File: src/rtl/lcd_seq_pkg.sv
package lcd_seq_pkg;

  typedef enum logic [1:0] {
    OP_POWER_UP  = 2'b00,
    OP_SLEEP_IN  = 2'b01,
    OP_SLEEP_OUT = 2'b10,
    OP_CONTRAST  = 2'b11
  } op_e;

  typedef enum logic [2:0] {
    STP_SEL,
    STP_BYTE,
    STP_LEVEL,
    STP_WAIT,
    STP_REL
  } step_kind_e;

  typedef struct packed {
    step_kind_e kind;
    logic [7:0] arg;
  } step_t;

  localparam int unsigned IDX_W     = 5;
  localparam logic [7:0] WARM_MS    = 8'd100;
  localparam logic [7:0] FLASH_MS   = 8'd200;
  localparam logic [7:0] WAKE_MS    = 8'd50;

  function automatic step_t mk(step_kind_e k, logic [7:0] a);
    step_t s;
    s.kind = k;
    s.arg  = a;
    return s;
  endfunction

  // Script table: each op is a list of steps starting at index 0.
  function automatic step_t script_step(op_e op, logic [IDX_W-1:0] idx);
    step_t s;
    s = mk(STP_REL, 8'h00);
    unique case (op)
      OP_POWER_UP: begin
        case (idx)
          5'd0:  s = mk(STP_SEL,  8'h00);
          5'd1:  s = mk(STP_BYTE, 8'hA2);
          5'd2:  s = mk(STP_BYTE, 8'hA0);
          5'd3:  s = mk(STP_BYTE, 8'hC8);
          5'd4:  s = mk(STP_BYTE, 8'h40);
          5'd5:  s = mk(STP_BYTE, 8'h2C);
          5'd6:  s = mk(STP_BYTE, 8'h2E);
          5'd7:  s = mk(STP_BYTE, 8'h2F);
          5'd8:  s = mk(STP_BYTE, 8'h10);
          5'd9:  s = mk(STP_BYTE, 8'hA6);
          5'd10: s = mk(STP_BYTE, 8'h81);
          5'd11: s = mk(STP_BYTE, 8'h1E);
          5'd12: s = mk(STP_BYTE, 8'hAF);
          5'd13: s = mk(STP_WAIT, WARM_MS);
          5'd14: s = mk(STP_BYTE, 8'hA5);
          5'd15: s = mk(STP_WAIT, FLASH_MS);
          5'd16: s = mk(STP_BYTE, 8'hA4);
          default: s = mk(STP_REL, 8'h00);
        endcase
      end
      OP_SLEEP_IN: begin
        case (idx)
          5'd0: s = mk(STP_SEL,  8'h00);
          5'd1: s = mk(STP_BYTE, 8'hAC);
          5'd2: s = mk(STP_BYTE, 8'h00);
          5'd3: s = mk(STP_BYTE, 8'hAE);
          5'd4: s = mk(STP_BYTE, 8'hA5);
          default: s = mk(STP_REL, 8'h00);
        endcase
      end
      OP_SLEEP_OUT: begin
        case (idx)
          5'd0: s = mk(STP_SEL,  8'h00);
          5'd1: s = mk(STP_BYTE, 8'hA4);
          5'd2: s = mk(STP_BYTE, 8'hAF);
          5'd3: s = mk(STP_WAIT, WAKE_MS);
          default: s = mk(STP_REL, 8'h00);
        endcase
      end
      OP_CONTRAST: begin
        case (idx)
          5'd0: s = mk(STP_SEL,   8'h00);
          5'd1: s = mk(STP_BYTE,  8'h81);
          5'd2: s = mk(STP_LEVEL, 8'h00);
          default: s = mk(STP_REL, 8'h00);
        endcase
      end
      default: s = mk(STP_REL, 8'h00);
    endcase
    return s;
  endfunction

endpackage

File: src/rtl/lcd_bit_shifter.sv
module lcd_bit_shifter #(
  parameter int unsigned BYTE_W   = 8,
  parameter int unsigned BIT_HALF = 4
) (
  input  logic              clk,
  input  logic              rst_n,
  input  logic              start,
  input  logic [BYTE_W-1:0] byte_in,
  output logic              sck,
  output logic              sdo,
  output logic              done
);

  localparam int unsigned CNT_W = $clog2(BIT_HALF + 1);
  localparam int unsigned BIT_W = $clog2(BYTE_W + 1);

  typedef enum logic [1:0] {SH_IDLE, SH_LOW, SH_HIGH} sh_state_e;

  sh_state_e         st_q;
  logic [BYTE_W-1:0] sh_q;
  logic [CNT_W-1:0]  cnt_q;
  logic [BIT_W-1:0]  bits_q;

  always_ff @(posedge clk or negedge rst_n) begin
    if (!rst_n) begin
      st_q   <= SH_IDLE;
      sh_q   <= '0;
      cnt_q  <= '0;
      bits_q <= '0;
      sck    <= 1'b0;
      sdo    <= 1'b0;
      done   <= 1'b0;
    end else begin
      done <= 1'b0;
      if (start) begin
        sh_q   <= byte_in;
        sdo    <= byte_in[BYTE_W-1];
        sck    <= 1'b0;
        bits_q <= BIT_W'(BYTE_W);
        cnt_q  <= CNT_W'(BIT_HALF - 1);
        st_q   <= SH_LOW;
      end else begin
        unique case (st_q)
          SH_LOW: begin
            if (cnt_q == '0) begin
              sck   <= 1'b1;
              cnt_q <= CNT_W'(BIT_HALF - 1);
              st_q  <= SH_HIGH;
            end else begin
              cnt_q <= cnt_q - 1'b1;
            end
          end
          SH_HIGH: begin
            if (cnt_q == '0) begin
              sck <= 1'b0;
              if (bits_q == BIT_W'(1)) begin
                done <= 1'b1;
                st_q <= SH_IDLE;
              end else begin
                bits_q <= bits_q - 1'b1;
                sh_q   <= sh_q << 1;
                sdo    <= sh_q[BYTE_W-2];
                cnt_q  <= CNT_W'(BIT_HALF - 1);
                st_q   <= SH_LOW;
              end
            end else begin
              cnt_q <= cnt_q - 1'b1;
            end
          end
          default: ;
        endcase
      end
    end
  end

  AST_SDO_STABLE_AT_RISE: assert property (@(posedge clk) disable iff (!rst_n)
    $rose(sck) |-> $stable(sdo)) else $error("sdo moved at sck rise");

  AST_NO_RESTART_MIDBYTE: assert property (@(posedge clk) disable iff (!rst_n)
    start |-> (st_q == SH_IDLE)) else $error("byte started while shifting");

endmodule

File: src/rtl/lcd_ms_timer.sv
module lcd_ms_timer #(
  parameter int unsigned TICKS_PER_MS = 125000,
  parameter int unsigned MS_W         = 8
) (
  input  logic            clk,
  input  logic            rst_n,
  input  logic            start,
  input  logic [MS_W-1:0] ms,
  output logic            done
);

  localparam int unsigned TICK_W = $clog2(TICKS_PER_MS + 1);

  logic              run_q;
  logic [TICK_W-1:0] tick_q;
  logic [MS_W-1:0]   left_q;

  always_ff @(posedge clk or negedge rst_n) begin
    if (!rst_n) begin
      run_q  <= 1'b0;
      tick_q <= '0;
      left_q <= '0;
      done   <= 1'b0;
    end else begin
      done <= 1'b0;
      if (start) begin
        if (ms == '0) begin
          done <= 1'b1;
        end else begin
          run_q  <= 1'b1;
          left_q <= ms;
          tick_q <= TICK_W'(TICKS_PER_MS - 1);
        end
      end else if (run_q) begin
        if (tick_q == '0) begin
          if (left_q == MS_W'(1)) begin
            run_q <= 1'b0;
            done  <= 1'b1;
          end else begin
            left_q <= left_q - 1'b1;
            tick_q <= TICK_W'(TICKS_PER_MS - 1);
          end
        end else begin
          tick_q <= tick_q - 1'b1;
        end
      end
    end
  end

  AST_TIMER_START_IDLE: assert property (@(posedge clk) disable iff (!rst_n)
    start |-> !run_q) else $error("pause restarted while running");

  AST_TIMER_DONE_ENDS_RUN: assert property (@(posedge clk) disable iff (!rst_n)
    done |-> !run_q) else $error("timer still running at done");

endmodule

File: src/rtl/lcd_cmd_seq.sv
module lcd_cmd_seq
  import lcd_seq_pkg::*;
#(
  parameter int unsigned TICKS_PER_MS = 125000,
  parameter int unsigned SETTLE_CLKS  = 8,
  parameter int unsigned BIT_HALF     = 4
) (
  input  logic       clk,
  input  logic       rst_n,
  input  logic       req_valid,
  output logic       req_ready,
  input  logic [1:0] req_op,
  input  logic [7:0] req_level,
  output logic       busy,
  output logic       done,
  output logic       lcd_sck,
  output logic       lcd_sdo,
  output logic       lcd_csn,
  output logic       lcd_dc
);

  localparam int unsigned SET_W = $clog2(SETTLE_CLKS + 1);
  localparam int unsigned MS_W  = 8;

  typedef enum logic [2:0] {
    ST_BOOT, ST_IDLE, ST_STEP, ST_SETTLE, ST_SHIFT, ST_WAIT
  } seq_state_e;

  seq_state_e       st_q;
  op_e              op_q;
  logic [7:0]       level_q;
  logic [IDX_W-1:0] idx_q;
  logic [SET_W-1:0] settle_q;
  logic             fin_q;
  logic             notify_q;
  logic             csn_q;
  logic             dc_q;
  logic             done_q;
  logic             shf_start_q;
  logic [7:0]       shf_byte_q;
  logic             tmr_start_q;
  logic [MS_W-1:0]  tmr_ms_q;
  logic             shf_done;
  logic             tmr_done;
  step_t            cur;

  assign cur = script_step(op_q, idx_q);

  always_ff @(posedge clk or negedge rst_n) begin
    if (!rst_n) begin
      st_q        <= ST_BOOT;
      op_q        <= OP_POWER_UP;
      level_q     <= '0;
      idx_q       <= '0;
      settle_q    <= '0;
      fin_q       <= 1'b0;
      notify_q    <= 1'b0;
      csn_q       <= 1'b0;
      dc_q        <= 1'b0;
      done_q      <= 1'b0;
      shf_start_q <= 1'b0;
      shf_byte_q  <= '0;
      tmr_start_q <= 1'b0;
      tmr_ms_q    <= '0;
    end else begin
      done_q      <= 1'b0;
      shf_start_q <= 1'b0;
      tmr_start_q <= 1'b0;
      unique case (st_q)
        ST_BOOT: begin
          csn_q    <= 1'b1;
          settle_q <= SET_W'(SETTLE_CLKS - 1);
          fin_q    <= 1'b1;
          notify_q <= 1'b0;
          st_q     <= ST_SETTLE;
        end
        ST_IDLE: begin
          if (req_valid) begin
            op_q    <= op_e'(req_op);
            level_q <= req_level;
            idx_q   <= '0;
            st_q    <= ST_STEP;
          end
        end
        ST_STEP: begin
          idx_q <= idx_q + 1'b1;
          unique case (cur.kind)
            STP_SEL: begin
              dc_q     <= 1'b0;
              csn_q    <= 1'b0;
              settle_q <= SET_W'(SETTLE_CLKS - 1);
              fin_q    <= 1'b0;
              st_q     <= ST_SETTLE;
            end
            STP_BYTE: begin
              shf_byte_q  <= cur.arg;
              shf_start_q <= 1'b1;
              st_q        <= ST_SHIFT;
            end
            STP_LEVEL: begin
              shf_byte_q  <= {2'b00, level_q[7:2]};
              shf_start_q <= 1'b1;
              st_q        <= ST_SHIFT;
            end
            STP_WAIT: begin
              tmr_ms_q    <= cur.arg;
              tmr_start_q <= 1'b1;
              st_q        <= ST_WAIT;
            end
            default: begin
              csn_q    <= 1'b1;
              settle_q <= SET_W'(SETTLE_CLKS - 1);
              fin_q    <= 1'b1;
              notify_q <= 1'b1;
              st_q     <= ST_SETTLE;
            end
          endcase
        end
        ST_SETTLE: begin
          if (settle_q == '0) begin
            if (fin_q) begin
              done_q <= notify_q;
              st_q   <= ST_IDLE;
            end else begin
              st_q <= ST_STEP;
            end
          end else begin
            settle_q <= settle_q - 1'b1;
          end
        end
        ST_SHIFT: if (shf_done) st_q <= ST_STEP;
        ST_WAIT:  if (tmr_done) st_q <= ST_STEP;
        default:  st_q <= ST_IDLE;
      endcase
    end
  end

  lcd_bit_shifter #(.BYTE_W(8), .BIT_HALF(BIT_HALF)) shifter_i (
    .clk     (clk),
    .rst_n   (rst_n),
    .start   (shf_start_q),
    .byte_in (shf_byte_q),
    .sck     (lcd_sck),
    .sdo     (lcd_sdo),
    .done    (shf_done)
  );

  lcd_ms_timer #(.TICKS_PER_MS(TICKS_PER_MS), .MS_W(MS_W)) timer_i (
    .clk   (clk),
    .rst_n (rst_n),
    .start (tmr_start_q),
    .ms    (tmr_ms_q),
    .done  (tmr_done)
  );

  assign req_ready = (st_q == ST_IDLE);
  assign busy      = (st_q != ST_IDLE);
  assign done      = done_q;
  assign lcd_csn   = csn_q;
  assign lcd_dc    = dc_q;

  AST_DC_LOW_WHEN_SELECTED: assert property (@(posedge clk) disable iff (!rst_n)
    !lcd_csn |-> !lcd_dc) else $error("data mode while selected");

  AST_SCK_IDLE_WHEN_DESELECTED: assert property (@(posedge clk) disable iff (!rst_n)
    lcd_csn |-> !lcd_sck) else $error("clock pulse with controller released");

  AST_CSN_MOVES_SCK_LOW: assert property (@(posedge clk) disable iff (!rst_n)
    !$stable(lcd_csn) |-> !lcd_sck) else $error("select moved while sck high");

  AST_BUSY_WHILE_SELECTED: assert property (@(posedge clk) disable iff (!rst_n)
    !lcd_csn |-> busy) else $error("selected but not busy");

  AST_DONE_SINGLE_PULSE: assert property (@(posedge clk) disable iff (!rst_n)
    done |=> !done) else $error("done longer than one cycle");

  AST_REQ_IGNORED_WHEN_BUSY: assert property (@(posedge clk) disable iff (!rst_n)
    (busy && req_valid) |=> (op_q == $past(op_q) && level_q == $past(level_q)))
    else $error("request taken while busy");

endmodule

File: config.mk
export PLATFORM = sky130hd
export DESIGN_NAME = lcd_cmd_seq
export DESIGN_NICKNAME = d
export VERILOG_FILES = /design/src/rtl/lcd_seq_pkg.sv /design/src/rtl/lcd_bit_shifter.sv /design/src/rtl/lcd_ms_timer.sv /design/src/rtl/lcd_cmd_seq.sv
export SDC_FILE = /design/constraint.sdc
export NUM_CORES = 1
export LEC_CHECK = 0
export ABC_AREA = 1
export BUFFER_PORTS_ARGS = -buffer_cell sky130_fd_sc_hd__buf_2
export CAP_MARGIN = 20
export CELL_PAD_IN_SITES_DETAIL_PLACEMENT = 0
export CELL_PAD_IN_SITES_GLOBAL_PLACEMENT = 1
export CORE_MARGIN = 1
export CORE_UTILIZATION = 30
export CTS_BUF_LIST = sky130_fd_sc_hd__clkbuf_4 sky130_fd_sc_hd__clkbuf_8 sky130_fd_sc_hd__clkbuf_16
export CTS_CLUSTER_DIAMETER = 120
export CTS_CLUSTER_SIZE = 14
export DETAILED_ROUTE_END_ITERATION = 12
export PLACE_DENSITY_LB_ADDON = 0.1
export REMOVE_ABC_BUFFERS = 1
export SLEW_MARGIN = 30
export SYNTH_ARGS = -nofsm -noshare
export SYNTH_HDL_FRONTEND = slang
export SYNTH_SLANG_ARGS = --single-unit
export TNS_END_PERCENT = 100
File: constraint.sdc
create_clock -name clk -period 2.7 [get_ports clk]
set_input_delay 0.27 -clock clk [delete_from_list [all_inputs] [get_ports clk]]
set_output_delay 0.27 -clock clk [all_outputs]
set_load 0.05 [all_outputs]
Word level (Yosys, flattened, before mapping). Memories as Yosys holds them, arrays and structs flattened. Cells that the tools add are included.

Flip-flop bits (word level): 89. Memory bits (read-only): 352. Input bits: 13. Output and inout port bits: 7. Logic and storage cells: 175. Memories kept: 1.

Add/sub/neg operators: 6. Eq/ne operators: 34. Multiplexer cells: 78. Reduce and logical (&&, ||, !) cells: 33.

Memory list: (no name shown) (words 32, width 11, read ports 1, clocked after Yosys merged registers in 0, write ports 0, RTL line lcd_seq_pkg.sv:41) `case (idx)`.

Operators with widths (count): $pmux 11 s4 (2); $mux 17 (5); $pmux 11 s5 (1); $mux 8 (5); $pmux 11 s3 (1); $mux 1 (30); $mux 7 (4); $mux 3 (8); $mux 4 (6); $pmux 3 s6 (1); $logic_not 17->1 (1); $sub 17x1->17 const B (1); $ne 2x2->1 const B (8); $pmux 8 s2 (1); $reduce_and 2->1 (7); $reduce_bool 2->1 (7); $eq 3x2->1 const B (4); $pmux 3 s2 (2); $pmux 4 s3 (1); $reduce_and 3->1 (4); $eq 5x2->1 const B (2); $pmux 5 s2 (1); $logic_not 3->1 (3); $eq 8x1->1 const B (1); 29 further kinds (45).

Logic depth before layout (Yosys ltp).
Depth in word-level cells: 7. Gate-level depth with buffers: 15. Depth with buffers taken out: 15.

By module. Synthesis repeated with hierarchy kept, for this count alone.

Cells, all modules: 756. Area total of the unflattened synthesis: 5565.3 µm².

By module, submodules not included: lcd_cmd_seq (times used 1, cells each 324, area each 2534.9 µm², sequential area each 1026.0 µm²); lcd_ms_timer (times used 1, cells each 290, area each 2025.7 µm², sequential area each 675.6 µm²); lcd_bit_shifter (times used 1, cells each 142, area each 1004.7 µm², sequential area each 450.4 µm²).

Worst setup path before layout. Ideal clock, no wire load.

Kind: reg-to-reg. From: reg st_q[0]. To: reg level_q[2]. Setup time: 0.125 ns. Arrival time: 1.940 ns. Data required time: 2.575 ns. Path slack: 0.636 ns. Stages on the path, launching flop included: 8. Buffers on the path: 1. Period minus slack after synthesis: 2.064 ns. Cell sequence: dfrtp_1 inv_1 nor2_1 nand2_1 inv_1 nand2_1 buf_2 mux2_2.

Longest elaborated chain between the ends: 2.

RTL lines: from (decl) (RTL line lcd_cmd_seq.sv:29) `seq_state_e st_q;`; from (signal assigned) (RTL line lcd_cmd_seq.sv:51) `st_q <= ST_BOOT;`; from (signal assigned) (RTL line lcd_cmd_seq.sv:75) `st_q <= ST_SETTLE;`; from (signal assigned) (RTL line lcd_cmd_seq.sv:82) `st_q <= ST_STEP;`; $eq 3x1->1; via req_ready (RTL line lcd_cmd_seq.sv:11) `output logic req_ready,`; $reduce_and 2->1 (no line); to (signal assigned) (RTL line lcd_cmd_seq.sv:80) `level_q <= req_level;`; to (decl) (RTL line lcd_cmd_seq.sv:31) `logic [7:0] level_q;`.

The timed path passes the listed nets, and every way through them passes these cells. A chain may end at the register's enable or synchronous reset.

Worst setup path in the final report.
From: reg idx_q[0]. To: reg tmr_ms_q[7].

Longest elaborated chain between the ends: 5.

RTL lines: from (decl) (RTL line lcd_cmd_seq.sv:32) `logic [IDX_W-1:0] idx_q;`; from (signal assigned) (RTL line lcd_cmd_seq.sv:86) `idx_q <= idx_q + 1'b1;`; branches (longest 2 deep; another with $mem_v2 32x11); $pmux 11 s4 * (RTL line lcd_seq_pkg.sv:39) `unique case (op)`; $eq 3x2->1 (RTL line lcd_cmd_seq.sv:87) `unique case (cur.kind)`; $reduce_and 2->1 (no line); to (signal assigned) (RTL line lcd_cmd_seq.sv:106) `tmr_ms_q <= cur.arg;`; to (decl) (RTL line lcd_cmd_seq.sv:42) `logic [MS_W-1:0] tmr_ms_q;`.

Every way passes the cells marked *.

==> results.toml <==
[sta]
timing.final.crit_share_pct = 83.0
tightest_slew_ns = 0.536
max_freq_ghz = 0.446
skew_ns = 0.00685
hold_viol = 0
finalSetupViolations = 0
drv_slew = 0
rsz0062_at_grt = "no"
fin_crit_ns = 2.24
whs_ns = 0.153
relSlewSlack_pct = 64.0
worst_slack_ns = 0.459
tns_ns = 0

[logic_synthesis]
synth-simple-area-share_pct = 28.5
synth_edf_count = 0
synth_top_family_by_area = "simple AND/OR/NAND/NOR gates"
synth_top_cells_by_area = "dfrtp_1 (43%), nand2_1 (11%), inv_1 (6.3%)"
postSynth.asyncResetShare_pct = 100
synth_fa_ha_area_share_pct = 3.49
yosys.area_share.xor_xnor_pct = 1.22
synth.distinct_cells = 42
synth.cells.most_frequent = "nand2_1 (146), dfrtp_1 (86), inv_1 (84)"
synthMuxAreaShare_pct = 1.35
yosys.area.top_type = "dfrtp_1"
yosysTopAreaCellShare_pct = 42.9
synth_compound_area_share_pct = 13.8
yosys_warnings = 0
ys_ff_latch = 86
yosys.cell_count.top_type = "nand2_1"
yosys_most_used_dff = "dfrtp_1"
synthCells = 649
yosysSeqAreaShare_pct = 42.9
syn_area_per_cell_um2 = 7.73
synth_area_um2 = 5020

[critical_path]
r2r_slack_ns = 0.46
rr_endpoint = "tmr_ms_q[7]"
crit_chain = "inv_1, ha_1, inv_1, nor2_1, nand2_2, nand2_1, nand2_1, nand3_2, nor2_2, nand2_2, nand3_2, inv_1, nand2_1, o21ai_0"
worstPathRequired_ns = 2.93
path_class = "reg -> reg"
path_delay_family = "simple AND/OR/NAND/NOR gates"
critPathArrivalTime_ns = 2.47
r2r_cells = 14
cp_max_fo = 14
max_stage_delay_ns = 0.47
slowest_stage = "dfrtp_1"
crit_buf_inv = 3
r2r-start = "idx_q[0]"
cp-start-kind = "flop"
worstSetupEndpointType = "flop"

[power]
peakVddDrop_v = 0.000340
p_leak_uw = 0.00281
p_per_area_nw_per_um2 = 1190

[cts]
cts_tree = "built"
h-tree-depth = 3
cts_root_buffer = "clkbuf_16"
cts.clk_slew.worst_paths_ns = 0.06
ctsResizeCount = 0
clock_path_buffers = 2
numClockSinks = 86
clk_latency_ns = 0.34
cts_buffers = 9

[worst_hold_path]
whs_endpoint = "level_q[4]"
hp-start = "req_level[4]"
hp-class = "in -> reg"
holdPathStages = 2

[detailed_routing]
drt_iter0_drc = 148
dr_total_vias = 4158
drc = 0
routed_wirelength_um = 12300
first_pass_iters = 5
antenna_left = 0
wl_per_cell_um = 13.8
avgViaCountPerCell = 4.69

[floorplan]
die_area_um2 = 17200
ios = 20
row_count = 46
core_um2 = 16100
start_util_pct = 31.1
die-width_um = 131
die_height_um = 131

[global_route]
grt_usage_pct = 15.3
grt_max_degree = 57
gr-total-overflow = 0
antenna_found_initial = 0
grt_first_pass_wirelength_um = 20900
grt_pass1_vias = 4114

[layout]
regArea_um2 = 2150
nets = 694
diodes = 0
fill_cells = 1726
drive_gt1_share_pct = 14.0
area_growth_pct = 12.3
fin_area_um2 = 5630
multi_input_comb_area_um2 = 2430

[place]
port_buffers = 16
placed_area_um2 = 5310
place.detailed.hpwl_um = 8890
gp_congestion = 0.799
dp_slack_ns = 0.445

[flow_run]
maxCapViolCount = 0

[status]
status = "completed"
[metrics by stage]
stage	util (%)	power, uW	instances
after CTS	35.0	6800	887
after detailed placement	33.0	5420	871
final	35.0	6710	887
after global routing	35.0	7380	887
after global placement	33.0	5350	871
after floorplan	-	4600	636
[what timing repair did]
item,4_1_cts,5_1_grt
hold endpoints to repair,30,0
buffers inserted,0,0
hold buffers,1,0
[sequential cells by signal, summed over array words and instances (netlist names), 2 cells and up]
| name | flops |
|---|---|
| shifter_i.st_q | 2 |
| timer_i.left_q | 8 |
| shifter_i.cnt_q | 3 |
| shf_byte_q | 8 |
| shifter_i.sh_q | 7 |
| shifter_i.bits_q | 4 |
| st_q | 3 |
| level_q | 6 |
| tmr_ms_q | 8 |
| idx_q | 5 |
| timer_i.tick_q | 17 |
| op_q | 2 |
| settle_q | 4 |
[layout make-up]
cell class / count / area share (%)
tap: 216 / 4.80
timing repair buffer: 20 / 2.27
inverter: 89 / 6.11
clock inverter: 2 / 0.688
clock buffer: 13 / 4.86
multi-input combinational: 461 / 43.1
sequential: 86 / 38.2
[logic make-up (layout without fill, tap and decap cells)]
| group | Yosys count | in the layout |
|---|---|---|
| AO/OA/AOI/OAI | 122 | 122 |
| XOR/XNOR | 7 | 7 |
| adder cells (fa/ha/maj) | 14 | 14 |
| buffers and inverters | 102 | 124 |
| flip-flops | 86 | 86 |
| multiplexers | 6 | 6 |
| other | 1 | 1 |
| AND/OR/NAND/NOR | 311 | 311 |
[where the power goes]
part	internal [uW]	leakage, uW	switching, uW	total [uW]
Clock	803	0.000156	529	1330
Sequential	1780	0.00111	386	2170
Combinational	1090	0.00155	2120	3210
[cells in the final DEF, fill, tap and decap left out, types with 6 or more instances in the layout]
cell type	instances
nand2_1	146
dfrtp_1	86
inv_1	84
nor2_1	74
o21ai_0	60
nand3_1	33
a21oi_1	19
buf_2	15
ha_1	14
nand2_2	12
o22ai_1	10
o21ai_1	9
o21ai_2	9
clkbuf_16	9
nor3_1	8
nand4_1	8
xor2_1	6
mux2_2	6
nor2_2	6
[worst max-delay path by stage]
stage                              to      from  cells after the start  slack, ns
after detailed placement  tmr_ms_q[7]  idx_q[0]                     14       0.45
after global placement    tmr_ms_q[7]  idx_q[0]                     14       0.49
final                     tmr_ms_q[7]  idx_q[0]                     14       0.46
after global routing      tmr_ms_q[7]  idx_q[0]                     14       0.14
after CTS                 tmr_ms_q[7]  idx_q[0]                     14       0.44
after floorplan            level_q[2]   st_q[0]                      6       0.61
[routing by layer]
| layer | GRT usage [%] | share of wire [%] | vias up |
|---|---|---|---|
| met2 | 24.5 | 47 | 42 |
| met3 | 3.47 | 2.5 | 7 |
| li1 | - | - | 2140 |
| met1 | 20.7 | 50 | 1969 |
| met5 | 0 | 0 | - |
| met4 | 3.94 | 0.89 | 0 |
[worst reg2reg max path, cell delays in order, from the launching register on]
cell and delay [ns]:
dfrtp_1 0.47, inv_1 0.15, ha_1 0.23, inv_1 0.09, nor2_1 0.08, nand2_2 0.09, nand2_1 0.07, nand2_1 0.10
nand3_2 0.07, nor2_2 0.17, nand2_2 0.10, nand3_2 0.22, inv_1 0.14, nand2_1 0.08, o21ai_0 0.07
Power figures use the tool's default switching activity.
